## config.mk

```make
export PLATFORM = sky130hd
export DESIGN_NAME = sync_ser_tx
export DESIGN_NICKNAME = d
export VERILOG_FILES = /design/src/rtl/sst_pkg.sv /design/src/rtl/sst_clkgen.sv /design/src/rtl/sst_extsync.sv /design/src/rtl/sst_shifter.sv /design/src/rtl/sync_ser_tx.sv
export SDC_FILE = /design/constraint.sdc
export NUM_CORES = 1
export LEC_CHECK = 0
export BUFFER_PORTS_ARGS = -buffer_cell sky130_fd_sc_hd__buf_2
export CAP_MARGIN = 20
export CORE_MARGIN = 2
export CORE_UTILIZATION = 61
export CTS_BUF_LIST = sky130_fd_sc_hd__clkbuf_4
export DETAILED_ROUTE_END_ITERATION = 10
export PLACE_DENSITY = 0.84
export SETUP_SLACK_MARGIN = 0.2
export SLEW_MARGIN = 20
export SYNTH_ARGS = -nofsm -noshare
export SYNTH_HDL_FRONTEND = slang
export SYNTH_SLANG_ARGS = --single-unit
export TNS_END_PERCENT = 5
```

## constraint.sdc

```tcl
create_clock -name clk -period 4.3 [get_ports clk]
set_clock_uncertainty 0.2 [all_clocks]
set_input_delay 0.215 -clock clk [delete_from_list [all_inputs] [get_ports clk]]
set_output_delay 0.215 -clock clk [all_outputs]
set_load 0.03 [all_outputs]
```

## src/rtl/sst_pkg.sv

```systemverilog
// Package: shared state type and control-word bit positions for the
// synchronous serial transmitter. Assumes an 8-bit or wider write bus.
package sst_pkg;
    typedef enum logic [1:0] {
        ST_IDLE  = 2'd0,
        ST_WAIT  = 2'd1,
        ST_SHIFT = 2'd2
    } sst_state_e;

    localparam int CTL_EN  = 0;
    localparam int CTL_EXT = 1;
    localparam int CTL_INH = 2;
endpackage

```

## src/rtl/sst_clkgen.sv

```systemverilog
// Internal serial clock generator. Divides the system clock so that the
// serial clock toggles every HALF_DIV cycles while run_i is high. A falling
// edge is only taken when allow_fall_i is high, so the clock can be parked
// high. Assumes run_i drops whenever the engine is idle.
module sst_clkgen #(
    parameter int HALF_DIV = 4
) (
    input  logic clk,
    input  logic rst_n,
    input  logic run_i,
    input  logic allow_fall_i,
    output logic sclk_o,
    output logic fall_o,
    output logic tick_hi_o
);
    localparam int CW = (HALF_DIV > 1) ? $clog2(HALF_DIV) : 1;
    localparam logic [CW-1:0] LAST = CW'(HALF_DIV - 1);

    logic [CW-1:0] cnt_q;
    logic          sclk_q;
    logic          tick;

    assign tick      = run_i && (cnt_q == LAST);
    assign fall_o    = tick && sclk_q && allow_fall_i;
    assign tick_hi_o = tick && sclk_q;
    assign sclk_o    = sclk_q;

    // Divider counter and clock level; parked high when not running.
    always_ff @(posedge clk) begin
        if (!rst_n || !run_i) begin
            cnt_q  <= '0;
            sclk_q <= 1'b1;
        end else if (cnt_q == LAST) begin
            cnt_q <= '0;
            if (!sclk_q) begin
                sclk_q <= 1'b1;
            end else if (allow_fall_i) begin
                sclk_q <= 1'b0;
            end
        end else begin
            cnt_q <= cnt_q + 1'b1;
        end
    end
endmodule

```

## src/rtl/sst_extsync.sv

```systemverilog
// External serial clock synchronizer. Passes the asynchronous clock through
// SYNC_STAGES flops (at least 2) and flags each falling edge for one system
// clock. Assumes the external clock's half period spans several system clocks.
module sst_extsync #(
    parameter int SYNC_STAGES = 2
) (
    input  logic clk,
    input  logic rst_n,
    input  logic ext_i,
    output logic fall_o
);
    logic [SYNC_STAGES-1:0] stg_q;
    logic                   prev_q;

    for (genvar g = 0; g < SYNC_STAGES; g++) begin : g_stage
        if (g == 0) begin : g_first
            // First stage samples the asynchronous input.
            always_ff @(posedge clk) begin
                if (!rst_n) stg_q[g] <= 1'b1;
                else        stg_q[g] <= ext_i;
            end
        end else begin : g_next
            // Further stages settle metastability.
            always_ff @(posedge clk) begin
                if (!rst_n) stg_q[g] <= 1'b1;
                else        stg_q[g] <= stg_q[g-1];
            end
        end
    end

    // Remember last synchronized level for edge detection.
    always_ff @(posedge clk) begin
        if (!rst_n) prev_q <= 1'b1;
        else        prev_q <= stg_q[SYNC_STAGES-1];
    end

    assign fall_o = prev_q && !stg_q[SYNC_STAGES-1];
endmodule

```

## src/rtl/sst_shifter.sv

```systemverilog
// Output shift register. Loads a byte and presents its top bit, shifts one
// bit per shift_i, and drives the line high on park_i or clr_i. last_o is
// high while the final bit of the byte is on the line.
module sst_shifter #(
    parameter int DATA_W = 8
) (
    input  logic              clk,
    input  logic              rst_n,
    input  logic              clr_i,
    input  logic              load_i,
    input  logic [DATA_W-1:0] data_i,
    input  logic              shift_i,
    input  logic              park_i,
    output logic              sdo_o,
    output logic              last_o
);
    localparam int LW = (DATA_W > 2) ? $clog2(DATA_W) : 1;

    logic [DATA_W-1:0] sh_q;
    logic [LW-1:0]     left_q;
    logic              sdo_q;

    // Shift register, remaining-bit count and data line.
    always_ff @(posedge clk) begin
        if (!rst_n || clr_i) begin
            sh_q   <= '0;
            left_q <= '0;
            sdo_q  <= 1'b1;
        end else if (load_i) begin
            sh_q   <= data_i << 1;
            left_q <= LW'(DATA_W - 1);
            sdo_q  <= data_i[DATA_W-1];
        end else if (shift_i) begin
            sh_q   <= sh_q << 1;
            left_q <= left_q - 1'b1;
            sdo_q  <= sh_q[DATA_W-1];
        end else if (park_i) begin
            sdo_q  <= 1'b1;
        end
    end

    assign sdo_o  = sdo_q;
    assign last_o = (left_q == '0);
endmodule

```

## src/rtl/sync_ser_tx.sv

```systemverilog
// Synchronous serial byte transmitter, top level. Holds one byte in a
// buffer, sends bytes MSB first on an internal divided clock or a
// synchronized external clock, parks the internal clock when the buffer is
// dry, flags an underrun in external mode, and supports graceful stop and
// immediate abort. Assumes the clock-mode bit is not changed mid-transfer.
module sync_ser_tx
    import sst_pkg::*;
#(
    parameter int DATA_W      = 8,
    parameter int HALF_DIV    = 4,
    parameter int SYNC_STAGES = 2
) (
    input  logic              clk,
    input  logic              rst_n,
    input  logic              wr_en_i,
    input  logic              wr_sel_i,
    input  logic [DATA_W-1:0] wr_data_i,
    input  logic              ext_sclk_i,
    output logic              sclk_o,
    output logic              sdo_o,
    output logic              irq_o,
    output logic              buf_empty_o,
    output logic              busy_o,
    output logic              shifting_o,
    output logic              tx_err_o
);
    sst_state_e        state_q, state_d;
    logic              en_q, ext_q;
    logic [DATA_W-1:0] buf_q;
    logic              full_q, err_q, err_pend_q, irq_q;

    logic wr_ctl, wr_dat, inhibit;
    logic int_sclk, int_fall, tick_hi, ext_fall;
    logic allow_fall, run_int, last;
    logic step_fall, frame_end, wait_fall;
    logic load, shift, park, err_evt;

    assign wr_ctl  = wr_en_i && !wr_sel_i;
    assign wr_dat  = wr_en_i && wr_sel_i;
    assign inhibit = wr_ctl && wr_data_i[CTL_INH];

    assign allow_fall = ((state_q == ST_SHIFT) && !last) || (en_q && full_q);
    assign run_int    = (state_q != ST_IDLE) && !ext_q && !inhibit;

    sst_clkgen #(.HALF_DIV(HALF_DIV)) i_clkgen (
        .clk          (clk),
        .rst_n        (rst_n),
        .run_i        (run_int),
        .allow_fall_i (allow_fall),
        .sclk_o       (int_sclk),
        .fall_o       (int_fall),
        .tick_hi_o    (tick_hi)
    );

    sst_extsync #(.SYNC_STAGES(SYNC_STAGES)) i_extsync (
        .clk    (clk),
        .rst_n  (rst_n),
        .ext_i  (ext_sclk_i),
        .fall_o (ext_fall)
    );

    // Event decode: which falling edge acts and what it does.
    assign step_fall = ext_q ? ext_fall : int_fall;
    assign frame_end = (state_q == ST_SHIFT) && last && (ext_q ? ext_fall : tick_hi);
    assign wait_fall = (state_q == ST_WAIT) && en_q && step_fall;
    assign load      = !inhibit && en_q && full_q && (frame_end || wait_fall);
    assign shift     = !inhibit && (state_q == ST_SHIFT) && !last && step_fall;
    assign park      = !inhibit && frame_end && !load;
    assign err_evt   = !inhibit && ext_q && en_q && !full_q && ext_fall &&
                       ((state_q == ST_WAIT) || ((state_q == ST_SHIFT) && last));

    sst_shifter #(.DATA_W(DATA_W)) i_shifter (
        .clk     (clk),
        .rst_n   (rst_n),
        .clr_i   (inhibit),
        .load_i  (load),
        .data_i  (buf_q),
        .shift_i (shift),
        .park_i  (park),
        .sdo_o   (sdo_o),
        .last_o  (last)
    );

    // Next-state logic of the transfer sequencer.
    always_comb begin
        state_d = state_q;
        if (inhibit) begin
            state_d = ST_IDLE;
        end else begin
            unique case (state_q)
                ST_IDLE:  if (en_q) state_d = ST_WAIT;
                ST_WAIT:  begin
                    if (!en_q)     state_d = ST_IDLE;
                    else if (load) state_d = ST_SHIFT;
                end
                ST_SHIFT: begin
                    if (frame_end && !load) state_d = en_q ? ST_WAIT : ST_IDLE;
                end
                default:  state_d = ST_IDLE;
            endcase
        end
    end

    // Sequencer state register.
    always_ff @(posedge clk) begin
        if (!rst_n) state_q <= ST_IDLE;
        else        state_q <= state_d;
    end

    // Control bits: enable and clock-mode select.
    always_ff @(posedge clk) begin
        if (!rst_n) begin
            en_q  <= 1'b0;
            ext_q <= 1'b0;
        end else if (wr_ctl) begin
            en_q  <= wr_data_i[CTL_EN] && !wr_data_i[CTL_INH];
            ext_q <= wr_data_i[CTL_EXT];
        end
    end

    // Holding buffer and its occupancy; a write wins over a same-cycle load.
    always_ff @(posedge clk) begin
        if (!rst_n || inhibit) begin
            buf_q  <= '0;
            full_q <= 1'b0;
        end else if (wr_dat) begin
            buf_q  <= wr_data_i;
            full_q <= 1'b1;
        end else if (load) begin
            full_q <= 1'b0;
        end
    end

    // Sticky underrun flag and its delayed interrupt request.
    always_ff @(posedge clk) begin
        if (!rst_n || inhibit) begin
            err_q      <= 1'b0;
            err_pend_q <= 1'b0;
        end else begin
            err_pend_q <= err_evt;
            if (err_evt) err_q <= 1'b1;
        end
    end

    // Interrupt pulse: byte taken from buffer, or one cycle after underrun.
    always_ff @(posedge clk) begin
        if (!rst_n || inhibit) irq_q <= 1'b0;
        else                   irq_q <= load || err_pend_q;
    end

    assign sclk_o      = (ext_q || (state_q == ST_IDLE)) ? 1'b1 : int_sclk;
    assign irq_o       = irq_q;
    assign buf_empty_o = !full_q;
    assign busy_o      = (state_q != ST_IDLE);
    assign shifting_o  = (state_q == ST_SHIFT);
    assign tx_err_o    = err_q;
endmodule

```

==> results.yml, run 1 <==
detailed_routing:
  wire_per_inst_um: 14.7
  drt_wl_total_um: 3400
  viasPerCell: 6.07
  remaining_drc_errors: 0
  vias: 1408
  drt-initial-drc-count: 40
  dr.pass1.iters: 5
  final_antenna_net_count: 0
place:
  io_buffer_count: 19
  hpwl_um: 2250
  dp.cells: 213
  place_area_um2: 1600
  gp_congestion: 0.879
  pre_cts_ws_ps: 2410
global_routing:
  track_usage_pct: 27.0
  grt_max_degree: 28
  overflow: 0
  grt_pass1_vias: 1213
  antenna_found_initial: 0
  grt_pass1_wl_um: 5530
power:
  fin_total_pwr_mw: 0.517
  p_per_area_nw_per_um2: 294
  clock_power_share_pct: 31.0
  power_frac_seq_pct: 61.2
  power_frac_comb_pct: 7.8
  intPower_mw: 0.389
  irDropWorstVdd_uv: 253
  p_sw_share_pct: 24.7
  p_leak_nw: 0.676
  p_switching_mw: 0.128
worst_setup_path:
  crit_arrival_ps: 1580
  path_class: "reg2out"
  worst_setup_path_end_kind: "output port"
  path_max_fanout: 8
  r2r_slack_ps: 2380
  cp.required_ps: 3880
  r2r_start: "ext_q$_SDFFE_PN0N_"
  regToRegEndpoint: "i_shifter.left_q[2]$_SDFFE_PP0P_"
  rr_worst_depth: 4
  start_kind: "flip-flop"
worst_hold_path:
  hp-start: "wr_sel_i"
  hp-class: "in2reg"
  holdPathStages: 3
  hold_end: "buf_q[0]$_SDFFE_PP0P_"
clock_tree:
  clk_latency_ps: 340
  cts.sinks: 33
  post-cts-setup-buffer-count: 0
  cts_made_buffers: 5
  clockRootBuffer: "clkbuf_4"
  clock_path_buffers: 2
  cts_tree: "built"
  ctsHtreeMaxLevel: 2
  clkSlewWorstSetupHoldPaths_ps: 100
floorplanning:
  design.die.area_um2: 2950
  start_util_pct: 63.4
  die_w_um: 54.3
  top_level_ports: 20
  core_area_um2: 2430
  rows: 18
  fp.dieH_um: 54.3
sta:
  slew_viol_final: 0
  hold_viol: 0
  setup_slack_ps: 2310
  fmax_mhz: 502
  setup_tns_ps: 0
  setup_viol: 0
  worst_pin_slew_ps: 501
  rsz0062_at_grt: "false"
  slew_headroom_pct: 66.5
  holdWs_ps: 28.1
  fin_crit_ps: 1990
  period_share_pct: 46.3
synth:
  postSynthCellCount: 175
  yosysWarningCount: 0
  synth_edf_count: 0
  ys_seq_area_share_pct: 42.8
  synth_top_area_share_pct: 42.8
  syn_nets: 191
  synth_cell_type_count: 44
  syn_avg_cell_area_um2: 8.82
  synthArstFlopShare_pct: 0
  yosysTopAreaCell: "dfxtp_1"
  synth_flop_cell: "dfxtp_1"
  synth_area_leaders: "dfxtp_1, nand3_1, a21oi_1"
  ys_ff_latch: 33
  syn_area_um2: 1540
flow_run:
  cap_violations: 0
cells_and_area:
  num_antenna_cells: 0
  final_layout_size_suffix_gt1_share_pct: 17.3
  nets: 217
  syn_to_final_growth_pct: 14.0
  final_cell_area_um2: 1760
  fin_util_pct: 72.3
  instances_no_fill: 232
status:
  outcome: "finished clean"
cell usage in the layout (no fill, tap or decap), drive strengths merged, types with 4 or more instances in the layout:
cell type	synthesis	final
inv	8	8
nand2	12	12
clkbuf	6	5
dfxtp	33	33
nor3	8	8
or3	4	4
nand3	17	17
a31oi	5	5
dlygate4sd3	0	11
nand2b	4	4
o21ai	12	12
a21oi	15	15
nor2	5	5
buf	5	19
a311oi	5	5
layer usage:
layer	vias up	track usage (%)	wire, µm
li1	688	-	-
met1	659	34.1	1470
met2	51	42.8	1640
met3	10	8.74	230
met4	0	10.4	60
met5	-	0	0
final cells by class:
cell class	count	area [µm²]
flip-flops and latches	33	661
repair buffers	30	205
inverters	8	30.0
clock inverters	3	12.5
multi-input cells	123	776
fillers	191	673
clock buffers	5	37.5
well taps	30	37.5
power groups by stage:
| stage | Combinational, mW | Sequential [mW] | Clock [mW] |
|---|---|---|---|
| final | 0.0405 | 0.316 | 0.160 |
| after global routing | 0.0449 | 0.317 | 0.178 |
| after CTS | 0.0397 | 0.316 | 0.165 |
| after detailed placement | 0.0322 | 0.323 | 0 |
| after global placement | 0.0312 | 0.323 | 0 |
| after floorplan | 0.0230 | 0.321 | 0 |
logic make-up after synthesis:
logic type	after synthesis	synth area share (%)
AO/OA/AOI/OAI	49	20.8
XOR/XNOR	1	0.568
adder cells (fa/ha/maj)	3	2.43
buffers and inverters	19	6.89
flip-flops	33	42.8
multiplexers	2	1.30
AND/OR/NAND/NOR	68	25.1
repair_timing:
| action | in CTS | in global routing |
|---|---|---|
| endpoints found under the hold margin | 15 | 0 |
| gates resized for setup | 0 | 0 |
| hold buffers | 11 | 0 |
synth_stat cells (all sizes together) (2+ instances only):
library cell,number
dfxtp,33
nand4,3
a311oi,5
nand2b,4
inv,8
a21oi,15
mux2i,2
buf,5
a31oi,5
nand2,12
and2,3
o221ai,2
o31ai,2
nor3,8
and3b,2
nor2,5
o21ai,12
ha,3
or3,4
o211a,2
nor2b,3
clkbuf,6
nand3,17
critical path, stage by stage, from the launching register on:
cell	delay, ps
dfxtp_1	500
nor2_1	130
or3_2	420
buf_2	190
sequential cells by signal, summed over array words and instances, names as in the netlist:
| signal | count |
|---|---|
| buf_q | 8 |
| en_q | 1 |
| err_pend_q | 1 |
| ext_q | 1 |
| full_q | 1 |
| i_clkgen.cnt_q | 2 |
| i_clkgen.sclk_o | 1 |
| i_extsync.prev_q | 1 |
| i_extsync.stg_q | 2 |
| i_shifter.left_q | 3 |
| i_shifter.sdo_o | 1 |
| i_shifter.sh_q | 7 |
| irq_o | 1 |
| state_q | 2 |
| tx_err_o | 1 |
worst max-delay path by stage:
| stage | from | to | slack [ps] | cells after the start |
|---|---|---|---|---|
| finish | state_q[0]$_SDFFE_PP0P_ | sclk_o | 2310 | 3 |
| global route | i_shifter.left_q[0]$_SDFFE_PP0P_ | i_shifter.left_q[2]$_SDFFE_PP0P_ | 2200 | 6 |
| global placement | i_clkgen.cnt_q[0]$_SDFF_PP0_ | i_shifter.left_q[2]$_SDFFE_PP0P_ | 2460 | 5 |
| CTS | state_q[1]$_SDFFE_PP0P_ | sclk_o | 2320 | 3 |
| floorplan | i_clkgen.cnt_q[0]$_SDFF_PP0_ | i_shifter.left_q[2]$_SDFFE_PP0P_ | 2570 | 6 |
| detailed placement | ext_q$_SDFFE_PN0N_ | i_shifter.left_q[2]$_SDFFE_PP0P_ | 2410 | 4 |
Power figures use the tool's default switching activity.
==> run 2, diff against run 1 <==
Settings changed: CORE_UTILIZATION 61 to 53, PLACE_DENSITY 0.84 to 0.77.
Clock period 4.3 ns to 1.6 ns, I/O delays scaled along.
==> run 2 against run 1 <==
Against the previous run:
- the flow now finishes with violations (negative setup slack)
- worst hold slack improved by 150 ps
- power rose to 2.9 times the previous value
- sequential power rose to 2.7 times the previous value
- sequential share of layout area fell by 6.3 points
- cell area rose by 22%
- first-iteration DRC count rose by 78%
- critical path type is now reg2reg
- critical endpoint is now i_shifter.left_q[2]$_SDFFE_PP0P_
- highest routed layer is now met5
==> results.yml, run 2 (synthesis gave the netlist of run 1 again) <==
worst_setup_path:
  r2r_slack_ps: -210
  path_class: "reg2reg"
  start_kind: "flip-flop"
  cp.required_ps: 1660
  crit_end: "i_shifter.left_q[2]$_SDFFE_PP0P_"
  r2r_start: "i_clkgen.cnt_q[0]$_SDFF_PP0_"
  crit_arrival_ps: 1880
  regToRegEndpoint: "i_shifter.left_q[2]$_SDFFE_PP0P_"
  path_max_fanout: 5
  rr_worst_depth: 5
  critPathLaunch: "i_clkgen.cnt_q[0]$_SDFF_PP0_"
  worst_setup_path_end_kind: "flip-flop"
detailed_routing:
  final_antenna_net_count: 0
  wl_met1_um: 1990
  route.met2.wl_um: 2380
  routed-wl-met3_um: 319
  remaining_drc_errors: 0
  dr.pass1.iters: 4
  viasPerCell: 6.03
  routed.top_layer: "met5"
  drt_wl_total_um: 4790
  vias: 1597
  wire_per_inst_um: 18.1
  drt-initial-drc-count: 71
power:
  power_frac_seq_pct: 57.2
  p_switching_mw: 0.386
  irDropWorstVdd_uv: 631
  power_frac_comb_pct: 11.0
  p_sw_share_pct: 26.0
  p_leak_nw: 0.864
  intPower_mw: 1.10
  clock_power_share_pct: 31.9
  p_per_area_nw_per_um2: 691
sta:
  hold_viol: 0
  rsz0062_at_grt: "true"
  worst_pin_slew_ps: 313
  fmax_mhz: 552
  period_share_pct: 113
  setup_slack_ps: -212
  setup_viol: 19
  slew_viol_final: 0
  slew_headroom_pct: 79.0
  fin_crit_ps: 1810
clock_tree:
  clockRootBuffer: "clkbuf_4"
  post-cts-setup-buffer-count: 0
  clock_path_buffers: 2
  cts_made_buffers: 5
  cts.sinks: 33
  ctsHtreeMaxLevel: 2
  clk_latency_ps: 340
  cts_tree: "built"
  clkSlewWorstSetupHoldPaths_ps: 100
global_routing:
  grt_pass1_wl_um: 7460
  antenna_found_initial: 1
  overflow: 0
  track_usage_pct: 29.5
  grt_pass1_vias: 1600
  grt_max_degree: 22
cells_and_area:
  fin_util_pct: 77.9
  final.fill_count: 162
  syn_to_final_growth_pct: 39.3
  largest_register: "buf_q"
  multi_input_comb_area_um2: 842
  layout_common_cells: "dfxtp_1, buf_4, buf_2, nand3_1, dlygate4sd3_1"
  nets: 249
  num_antenna_cells: 0
  instances_no_fill: 265
  largest_reg_flops: 8
  final_common_cell: "dfxtp_1"
  reg_top3: "buf_q x8, i_shifter.sh_q x7, i_shifter.left_q x3"
  final_layout_size_suffix_gt1_share_pct: 33.3
  seqCellArea_um2: 672
place:
  gp_congestion: 0.915
  dp.cells: 238
  hpwl_um: 2710
  io_buffer_count: 19
floorplanning:
  rows: 19
  design.die.area_um2: 3360
  core_area_um2: 2760
  top_level_ports: 20
  fp.dieH_um: 58.0
  die_w_um: 58.0
  start_util_pct: 55.9
worst_hold_path:
  hp-class: "in2reg"
status:
  violations: "negative setup slack"
  outcome: "finished, violations left"
flow_run:
  cap_violations: 0
run 2: through the flow:
| step | TNS [ps] | setup WS [ps] | power, mW | hold WS [ps] | cell area (µm²) |
|---|---|---|---|---|---|
| final | -2370 | -212 | 1.49 | 180 | 2150 |
| after global routing | -3540 | -261 | 1.54 | 189 | 2150 |
| after CTS | -1850 | -196 | 1.46 | -194 | 2100 |
| after detailed placement | -2110 | -187 | 0.976 | 77.2 | 1810 |
| after global placement | -1040 | -101 | 0.972 | 65.9 | 1810 |
| after floorplan | -578 | -84.3 | 0.926 | -47.0 | 1560 |
run 2: how the worst min path moves through the flow:
stage	start	end	slack, ps	cells past startpoint
after floorplan	rst_n	i_extsync.prev_q$_SDFF_PN1_	-50	1
after global placement	ext_sclk_i	i_extsync.stg_q[0]$_SDFF_PN1_	70	2
after detailed placement	ext_sclk_i	i_extsync.stg_q[0]$_SDFF_PN1_	80	2
after CTS	wr_data_i[2]	buf_q[2]$_SDFFE_PP0P_	-190	3
after global routing	wr_en_i	state_q[1]$_SDFFE_PP0P_	190	4
final	wr_en_i	state_q[0]$_SDFFE_PP0P_	180	4
run 2: power by group through the flow:
stage	sequential, mW	clock (mW)	combinational [mW]
6_report	0.849	0.473	0.163
3_3_place_gp	0.867	0	0.105
2_1_floorplan	0.864	0	0.0618
4_1_cts	0.847	0.474	0.142
5_1_grt	0.851	0.518	0.173
3_5_place_dp	0.867	0	0.109
run 2: layer usage:
| layer | vias to the layer above | global-route usage, % |
|---|---|---|
| li1 | 757 | - |
| met1 | 762 | 37.0 |
| met3 | 11 | 6.92 |
| met2 | 65 | 48.9 |
| met5 | - | 0 |
| met4 | 2 | 12.0 |
run 2: what timing repair did:
| item | 4_1_cts | 5_1_grt |
|---|---|---|
| resized for setup | 21 | 12 |
| endpoints found under the hold margin | 16 | 1 |
| setup endpoints to repair | 21 | 28 |
| hold buffers | 18 | 1 |
| pin swaps | 7 | 3 |
run 2: final cells by class:
cell class | count | area share [%]
flip-flops and latches | 33 | 31.3
clock inverters | 2 | 0.466
multi-input cells | 123 | 39.2
inverters | 8 | 1.40
clock buffers | 6 | 2.10
well taps | 31 | 1.81
repair buffers | 62 | 23.8
run 2: worst max-delay path, stage by stage, from the launching register on:
cell     delay, ps
dfxtp_2        360
ha_4           130
and3b_2        290
o21ai_4         90
or4_1          490
a31oi_1        170
==> run 3, diff against run 2 <==
Settings changed: BUFFER_PORTS_ARGS -buffer_cell sky130_fd_sc_hd__buf_2 to unset, CORE_MARGIN 2 to 5, CORE_UTILIZATION 53 to 58, DONT_BUFFER_PORTS set to 1, PLACE_DENSITY 0.77 to unset, PLACE_DENSITY_LB_ADDON set to 0.25.
==> run 3 against run 2 <==
Against the previous run:
- the run still ends with negative setup slack left
- power fell by 1.5%
- critical endpoint is now i_shifter.sh_q[1]$_SDFFE_PP0P_
- via count rose by 9.1%
- highest routed layer is now met4
- worst setup slack got worse by 34 ps
- sequential share of layout area down 0.79 points
- combinational power decreased by 11%
- critical path type unchanged
==> results.yml, run 3 (synthesis gave the netlist of run 1 again) <==
sta:
  fmax_mhz: 542
  slew_viol_final: 0
  rsz0062_at_grt: "true"
  setup_viol: 18
  worst_pin_slew_ps: 352
  hold_viol: 0
  holdWs_ps: 19.8
  fin_crit_ps: 1850
  setup_slack_ps: -246
  slew_headroom_pct: 76.5
  period_share_pct: 115
clock_tree:
  ctsHtreeMaxLevel: 2
  clockRootBuffer: "clkbuf_4"
  cts_made_buffers: 5
  cts.sinks: 33
  clock_path_buffers: 2
  cts_tree: "built"
  clk_latency_ps: 350
  clkSlewWorstSetupHoldPaths_ps: 110
floorplanning:
  core_area_um2: 2500
  top_level_ports: 20
  start_util_pct: 61.7
  rows: 18
  design.die.area_um2: 3790
  fp.dieH_um: 61.6
  die_w_um: 61.6
cells_and_area:
  instances_no_fill: 257
  layout_common_cells: "dfxtp_1, buf_4, dlygate4sd3_1, nand3_1, a21oi_1"
  final.fill_count: 105
  multi_input_comb_area_um2: 935
  nets: 241
  syn_to_final_growth_pct: 42.6
  reg_top3: "buf_q x8, i_shifter.sh_q x7, i_shifter.left_q x3"
  largest_register: "buf_q"
  largest_reg_flops: 8
  seqCellArea_um2: 671
  final_layout_size_suffix_gt1_share_pct: 33.2
power:
  p_leak_nw: 0.847
  p_per_area_nw_per_um2: 665
  irDropWorstVdd_uv: 765
place:
  gp_congestion: 0.851
  io_buffer_count: 0
  hpwl_um: 2770
  dp.cells: 223
global_routing:
  grt_pass1_vias: 1761
  antenna_found_initial: 1
  use_met1_pct: 35.9
  grt_max_degree: 16
  busiest_layer: "met2"
  grt_pass1_wl_um: 8890
  grtUsageMet3_pct: 9.01
  overflow: 0
  grt_util_met2_pct: 59.3
  track_usage_pct: 33.1
worst_setup_path:
  path_class: "reg2reg"
  worst_setup_path_end_kind: "flip-flop"
  rr_worst_depth: 5
  path_max_fanout: 10
  cp.required_ps: 1650
  crit_arrival_ps: 1890
  start_kind: "flip-flop"
detailed_routing:
  dr.pass1.iters: 5
  remaining_drc_errors: 0
  wire_per_inst_um: 22.9
  vias: 1742
  final_antenna_net_count: 0
  drt_wl_total_um: 5890
  viasPerCell: 6.78
  drt-initial-drc-count: 226
status:
  outcome: "finished, violations left"
  violations: "negative setup slack"
flow_run:
  cap_violations: 0
worst_hold_path:
  hp-class: "in2reg"
  holdPathStages: 3
run 3: area by class of cell:
class                   instances  area share [%]
well taps                      30            1.71
clock buffers                   5            1.71
flip-flops and latches         33            30.5
inverters                       8            1.37
repair buffers                 53            21.6
diodes                          1           0.114
clock inverters                 3           0.569
multi-input cells             124            42.5
run 3: where the power goes:
part | internal [mW] | switching, mW | leakage [nW]
clock network | 0.159 | 0.307 | 0.0301
logic | 0.0695 | 0.0759 | 0.546
registers | 0.837 | 0.0149 | 0.271
run 3: metal layers:
metal  share of wire (%)  vias up  wire length [µm]
met5                   0        -                 0
met4                 9.1        0               539
met3                 9.3       49               550
met2                  49      143              2870
met1                  33      803              1930
li1                    -      747                 -
run 3: through the flow:
stage,area [µm²],setup TNS (ps),worst slack [ps],utilization [%],power [mW]
floorplan,1560,-578,-84.3,-,0.926
global placement,1740,-1550,-186,69.5,0.944
detailed placement,1740,-2490,-226,69.5,0.948
CTS,2100,-1860,-152,84.0,1.42
global route,2200,-3410,-268,88.0,1.49
finish,2200,-2590,-246,88.0,1.46
run 3: worst paths after layout:
kind                            slack, ps                         start                             end
worst max-delay path                 -250            ext_q$_SDFFE_PN0N_  i_shifter.sh_q[1]$_SDFFE_PP0P_
worst max register to register       -250            ext_q$_SDFFE_PN0N_  i_shifter.sh_q[1]$_SDFFE_PP0P_
worst min register to register        240  i_clkgen.cnt_q[0]$_SDFF_PP0_    i_clkgen.cnt_q[0]$_SDFF_PP0_
worst min-delay path                   20                      wr_sel_i         state_q[0]$_SDFFE_PP0P_
run 3: repair_timing:
item,4_1_cts,5_1_grt
hold endpoints to repair,25,0
setup endpoints to repair,21,32
setup buffers,2,1
gates cloned,1,0
hold buffers,21,0
pin swaps,5,10
gates resized for setup,23,24
run 3: worst max-delay path, cell delays in order (launching register included):
cell and delay [ps]:
dfxtp_2 380, or3_2 520, o211ai_2 100, buf_6 180
o221ai_2 140, a21oi_1 230
